==> src/rtl/ldm_burst_mapper.sv <==
module ldm_burst_mapper #(
  parameter int ADDR_W = 32
) (
  input  logic              clk,
  input  logic              rst_n,
  input  logic              req_valid,
  input  logic [ADDR_W-1:0] req_addr,
  input  logic [2:0]        req_cnt,
  input  logic              req_dev,
  output logic              busy,
  output logic              ar_valid,
  input  logic              ar_ready,
  output logic [ADDR_W-1:0] ar_addr,
  output logic [1:0]        ar_burst,
  output logic [2:0]        ar_size,
  output logic [7:0]        ar_len
);

  localparam logic [2:0] SZ32 = 3'b010;
  localparam logic [2:0] SZ64 = 3'b011;
  localparam int         LW   = ADDR_W - 5;

  function automatic logic [6:0] plan_op(input logic [2:0] w, input logic [3:0] n, input logic dev);
    logic [4:0] dws;
    dws = ({4'b0, w[0]} + {1'b0, n} + 5'd1) >> 1;
    if (dev) begin
      if (!n[0] && !w[0]) return {SZ64, n >> 1};
      return {SZ32, n};
    end
    if (n == 4'd1) return {SZ32, 4'd1};
    return {SZ64, dws[3:0]};
  endfunction

  logic [2:0]  w_in;
  logic [3:0]  n_in, room, n_first, n_rest;
  logic        split, take;
  logic [6:0]  first_op, rest_op;

  assign w_in    = req_addr[4:2];
  assign n_in    = {1'b0, req_cnt} + 4'd1;
  assign room    = 4'd8 - {1'b0, w_in};
  assign split   = n_in > room;
  assign n_first = split ? room : n_in;
  assign n_rest  = n_in - room;
  assign take    = req_valid && !ar_valid;
  assign first_op = plan_op(w_in, n_first, req_dev);

  logic              pend_q, dev_q;
  logic [LW-1:0]     base_q;
  logic [3:0]        pend_n;
  logic [2:0]        size_q;
  logic [3:0]        beats_q;
  logic [ADDR_W-1:0] addr_q;
  logic              v_q;

  assign rest_op = plan_op(3'd0, pend_n, dev_q);

  always_ff @(posedge clk) begin
    if (!rst_n) begin
      v_q     <= 1'b0;
      pend_q  <= 1'b0;
      dev_q   <= 1'b0;
      base_q  <= '0;
      pend_n  <= '0;
      size_q  <= SZ32;
      beats_q <= 4'd1;
      addr_q  <= '0;
    end else if (take) begin
      v_q     <= 1'b1;
      addr_q  <= {req_addr[ADDR_W-1:2], 2'b00};
      {size_q, beats_q} <= first_op;
      pend_q  <= split;
      base_q  <= req_addr[ADDR_W-1:5];
      pend_n  <= n_rest;
      dev_q   <= req_dev;
    end else if (v_q && ar_ready) begin
      if (pend_q) begin
        addr_q <= {base_q, 5'b0};
        {size_q, beats_q} <= rest_op;
        pend_q <= 1'b0;
      end else begin
        v_q <= 1'b0;
      end
    end
  end

  logic unused_lsb;
  assign unused_lsb = ^req_addr[1:0];

  assign busy     = v_q;
  assign ar_valid = v_q;
  assign ar_addr  = addr_q;
  assign ar_burst = 2'b01;
  assign ar_size  = size_q;
  assign ar_len   = {4'b0, beats_q - 4'd1};


  start_after_take_chk: assert property (@(posedge clk) disable iff (!rst_n)
    $rose(ar_valid) |-> $past(req_valid && !busy));


  hold_stable_chk: assert property (@(posedge clk) disable iff (!rst_n)
    ar_valid && !ar_ready |=> ar_valid && $stable(ar_addr) && $stable(ar_size) && $stable(ar_len));


  burst_code_chk: assert property (@(posedge clk) disable iff (!rst_n)
    ar_valid |-> ar_burst == 2'b01 && (ar_size == SZ32 || ar_size == SZ64));


  line_bound_chk: assert property (@(posedge clk) disable iff (!rst_n)
    ar_valid |-> ar_addr[1:0] == 2'b00 &&
      ((ar_size == SZ32) ?
        ({5'b0, ar_addr[4:0]} + ({2'b0, ar_len} + 10'd1) * 10'd4 <= 10'd32) :
        ({5'b0, ar_addr[4:3], 3'b0} + ({2'b0, ar_len} + 10'd1) * 10'd8 <= 10'd32)));


  zero_offset_last_chk: assert property (@(posedge clk) disable iff (!rst_n)
    ar_valid && ar_ready && ar_addr[4:0] == 5'd0 |=> !ar_valid);

endmodule

==> config.mk <==
export PLATFORM = sky130hd
export DESIGN_NAME = ldm_burst_mapper
export DESIGN_NICKNAME = d
export VERILOG_FILES = /design/src/rtl/ldm_burst_mapper.sv
export SDC_FILE = /design/constraint.sdc
export NUM_CORES = 1
export LEC_CHECK = 0
export ABC_CLOCK_PERIOD_IN_PS = 3400
export CORE_MARGIN = 2
export CORE_UTILIZATION = 44
export CTS_CLUSTER_DIAMETER = 60
export DETAILED_ROUTE_END_ITERATION = 10
export PLACE_DENSITY = 0.74
export SLEW_MARGIN = 20
export SYNTH_ARGS = -nofsm -noshare
export SYNTH_HDL_FRONTEND = slang
export SYNTH_SLANG_ARGS = --single-unit
==> constraint.sdc <==
create_clock -name clk -period 3.4 [get_ports clk]
set_input_delay 1.02 -clock clk [delete_from_list [all_inputs] [get_ports clk]]
set_output_delay 1.02 -clock clk [all_outputs]
set_load 0.02 [all_outputs]
* After elaboration in Yosys (flattened, before gate mapping)
Cells that the tools add are included.
** Storage, ports and cells
- Register bits after elaboration :: 71
- Latch bits :: 0
- RAM bits :: 0
- Bits in read-only memories :: 0
- Input bits :: 40
- Output and inout port bits :: 47
- Word-level logic and storage cells :: 66
- Memories :: 0
** Cells by class
- Add/sub/neg operators :: 7
- Multipliers :: 0
- Divide/modulo/power cells :: 0
- Magnitude comparators :: 1
- Equal/unequal tests :: 3
- Shifts and indexed selects :: 0
- Muxes and demuxes :: 37
- Bitwise gates (word level) :: 0
- Reduce and logical (&&, ||, !) cells :: 10
** Operators by type and width (count)
- $mux 32 :: 3
- $mux 7 :: 12
- $mux 4 :: 4
- $mux 1 :: 15
- $mux 3 :: 3
- $eq 4x1->1 const B :: 2
- $add 1x4->5 :: 1
- $add 4x1->5 const B :: 1
- $add 5x1->5 const B :: 1
- $add 3x1->4 const B :: 1
- $gt 4x4->1 :: 1
- $reduce_and 2->1 :: 2
- $reduce_bool 2->1 :: 2
- $sub 4x1->4 const B :: 1
- $sub 4x3->4 const A :: 1
- $sub 4x4->4 :: 1
- $logic_and 1x1->1 :: 3
- $logic_not 1->1 :: 3
- $ne 2x2->1 const B :: 1

* Depth between registers and ports, before layout
Gate-level depths: netlist of run 1.
- Depth after elaboration :: 13
- Mapped depth :: 14
- Gate-level depth less buffers :: 14

* Least setup slack after synthesis of run 1
No wires, ideal clock.
- Path kind :: input port to flip-flop
- From :: input req_addr[2]
- To :: register beats_q[1]
- Library setup time :: 74 ps
- Arrival time :: 3314 ps
- Required time :: 3326 ps
- Path slack :: 11 ps
- Stages on the path :: 12
- Buffers on the path :: 0
- Path through :: inv_1 > ha_1 > xor2_1 > inv_1 > ha_1 > o211ai_2 > a211oi_1 > nor2_1 > ha_1 > inv_1 > or4b_1 > a31oi_1
** Between the ends
- Word-level cells in the longest chain between the ends :: 13
- Elaborated cells on any way between the ends :: 20
- Classes of those cells :: 3 x add/sub; 1 x order compare; 1 x eq/ne; 12 x mux; 3 x reduce/logical
** RTL lines
- from (decl) :: RTL line 7 : input logic [ADDR_W-1:0] req_addr,
- branches (longest 11 deep; another with $add 1x4->5)
- $mux 7 * :: RTL line 30 : if (n == 4'd1) return {SZ32, 4'd1};
- $mux 4 * :: RTL line 68 : end else if (take) begin
- to (signal assigned) :: RTL line 71 : {size_q, beats_q} <= first_op;
- to (signal assigned) :: RTL line 79 : {size_q, beats_q} <= rest_op;
- to (decl) :: RTL line 52 : logic [3:0] beats_q;
Mark *: on every way between the ends. The select of a mux whose other input is x is not followed.
A chain may end at the register's enable or synchronous reset.

* Worst setup path in the final report of run 1
- From :: input req_addr[4]
- To :: register beats_q[1]
** Between the ends
- Word-level cells in the longest chain between the ends :: 13
- Elaborated cells on any way between the ends :: 19
- Classes of those cells :: 3 x add/sub; 1 x order compare; 1 x eq/ne; 12 x mux; 2 x reduce/logical
** RTL lines
- $sub 4x3->4 * :: RTL line 41 : assign room = 4'd8 - {1'b0, w_in};
- $gt 4x4->1 :: RTL line 42 : assign split = n_in > room;
- $mux 4 * :: RTL line 43 : assign n_first = split ? room : n_in;
- branches (longest 8 deep; another with $add 1x4->5)
- $mux 7 * :: RTL line 30
- $mux 4 * :: RTL line 68
Marked as above.

==> out/metrics.cfg, run 1 <==
[timing]
rsz0062_at_grt=no
max_slew_margin_pct=63.81
finalCritPeriodShare_pct=97.09
timing.final.crit_period_ns=3.301
fin_skew_ns=0.01005
max_slew.worst_pin.slew_ns=0.5429
finalMaxSlewViolations=0
setup_viol=0
hold_violations=0
max_freq_mhz=302.9

[die]
coreArea_sq_mm=0.007253
fp.dieH_um=90.58
ios=87
dieArea_sq_mm=0.008205
rows=31
chipWidth_um=90.58
initial_core_util_pct=45.47

[grt]
grt_pass1_wl_um=12440
grt_pass1_vias=2733
track_usage_pct=18.53
antenna_found_initial=0
grt_max_degree=38
overflow=0

[clock_network]
cts.sinks=69
htreeDepth=3
clock_path_buffers=2
cts_tree=yes
ctsHoldBuffers=0
cts_buffers=9
clkLatencyLatePin_ns=0.34
path_clk_slew_ns=0.07
cts_root_buffer=clkbuf_8

[setup_path]
crit_path_end_kind=register
path_cells=clkdlybuf4s50_1 -> or3_4 -> ha_4 -> nand3_1 -> nor2_2 -> a211oi_2 -> nor2_2 -> ha_2 -> inv_1 -> or4b_4 -> a31oi_1
cp_slowest_stage_delay_ns=0.52
cpMaxStageDelayCell=or4b_4
cpMostUsedCell=nor2_2
path_max_fanout=4
cp-start-kind=primary input
cp.required_ns=3.67
arrival_ns=3.57
worstSetupPathType=in2reg

[place]
dpl-instance-area_sq_mm=0.004319
gp_congestion=0.8648
detailed_place_hpwl_um=5307
portBuffers=74

[cells_and_area]
area_growth_pct=41.96
nets=502
design_area_sq_mm=0.004682
n_antenna_cell=0
layout_common_cells=dfxtp_1 (69), clkdlybuf4s50_1 (69), nand2_1 (39)
drive_gt1_share_pct=17.32

[yosys]
ys_top_cells_by_area=dfxtp_1 (42%), mux2i_1 (9.7%), o211a_1 (8.2%)
ys_warn_count=0
synth_top_area_share_pct=41.88
ys_ff_latch=69
syn_inst=353
yosysSeqAreaShare_pct=41.88
yosysUniqueCellTypes=46
synth_area_leader_cell=dfxtp_1
syn_area_sq_mm=0.003298
syn-mean-instance-area_sq_um=9.343

[power_and_ir_drop]
vdd_drop_max_mv=0.3043
total_power_mw=2.325
leakagePower_nw=2.180
power_density_mw_per_mm2=496.7

[drt]
wirelength_um=7532
wl_per_cell_um=13.57
vias_per_cell=5.094
drt_drc_violations_left=0
drt-initial-drc-count=89
ant_nets=0
first_pass_iters=7
via_count=2827

[run]
cap_violations=0

[run_status]
status=completed

[hold_path]
hp-class=reg2reg

stage by stage:
step                setup slack (ns)  util (%)  setup TNS (ns)  hold WS (ns)  cells
global placement             -0.4149     59.55          -1.639        0.4704    536
detailed placement           -0.5770     59.55          -2.244        0.4794    536
global route                0.007407     64.55               0        0.5059    555
CTS                          0.01177     64.07               0        0.4862    555
finish                       0.09906     64.55               0        0.4833    555
floorplan                    0.01144         -               0        0.4555    361
sequential cells by signal, indices dropped and copies added, names as in the netlist:
name,flops
ar_addr,30
ar_size,1
ar_valid,1
base_q,27
beats_q,4
dev_q,1
pend_n,4
pend_q,1
layer usage:
layer  up-vias  part of all wire (%)  track usage, %
li1       1403                     -               -
met4         0                   1.8           7.051
met3        15                   4.4           4.508
met2        74                    49           32.77
met5         -                     0               0
met1      1335                    45           21.54
critical path: cells and delay by family:
family                     cells  cell delay (ns)
AOI/OAI and AO/OA              2             0.23
adders and majority gates      2             0.51
buffers and inverters          2             0.50
and+or+nand+nor                5             1.30
logic make-up (layout without fill, tap and decap cells):
family	Yosys count	after routing	share of synthesized area (%)
AO/OA/AOI/OAI	74	74	18.25
flip-flops	69	69	41.88
AND/OR/NAND/NOR	107	107	16.62
other	2	10	0.2277
buffers and inverters	50	145	6.980
adder cells (fa/ha/maj)	12	12	4.476
XOR/XNOR	7	7	1.859
multiplexers	32	32	9.712
report_power, final:
part           leakage (nW)  switching [mW]  internal, mW  total, mW
Combinational          1.50           0.321         0.342      0.663
Sequential            0.569          0.0405         0.876      0.916
Clock                 0.114           0.310         0.436      0.746
synth_stat cells (all sizes together):
cell type and n:
dfxtp 69, nand2 40, nor2b 36, mux2i 32, o211a 27, clkbuf 17, inv 17, buf 16
ha 11, a21oi 9, o21ai 9, nor2 7, xor2 6, a211oi 5, a22oi 5, a31oi 5
nand3 5, nor3 4, and2 3, a21boi 2, and3 2, conb 2, nand2b 2, nand4 2
o211ai 2, o41ai 2, or3 2, a2111oi 1, a211o 1, a221o 1, a31o 1, and4 1
maj3 1, nor4 1, o21a 1, o221ai 1, o22ai 1, o311ai 1, or2 1, or4b 1
xnor2 1
area by class of cell:
type,count,area (sq um)
multi-input cells,242,1837
flip-flops and latches,69,1381
well taps,99,123.9
clock buffers,11,141.4
clock inverters,5,82.58
inverters,17,63.81
fillers,586,2571
repair buffers,112,1052
repair_timing:
action / in CTS / in global routing
setup endpoints to repair: 4 / 4
buffers inserted: 3 / 0
resized for setup: 19 / 6
pin swaps: 7 / 1
endpoints found under the hold margin: 0 / 0
path summary, 6_finish.rpt:
kind | startpoint | to | slack (ns) | depth (start not counted)
worst max register to register | ar_valid$_SDFFE_PN0P_ | beats_q[2]$_SDFFE_PN0P_ | 1.62 | 5
worst min register to register | pend_q$_SDFFE_PN0P_ | ar_valid$_SDFFE_PN0P_ | 0.48 | 2
worst min-delay path | pend_q$_SDFFE_PN0P_ | ar_valid$_SDFFE_PN0P_ | 0.48 | 2
worst max-delay path | req_addr[4] | beats_q[1]$_SDFFE_PN0P_ | 0.1 | 11
Note: power is estimated with default switching activity, not from simulation.
==> inputs of run 2 (changes only) <==
- CAP_MARGIN: unset -> 40
- CTS_CLUSTER_DIAMETER: 60 -> unset
==> results of run 2 <==
The final DEF is identical to that of run 1; final timing and power are the same.
==> inputs of run 3 (changes only) <==
- CTS_CLUSTER_SIZE: unset -> 25
- SLEW_MARGIN: 20 -> 5
==> results of run 3 <==
The final DEF is identical to that of run 1; final timing and power are the same.
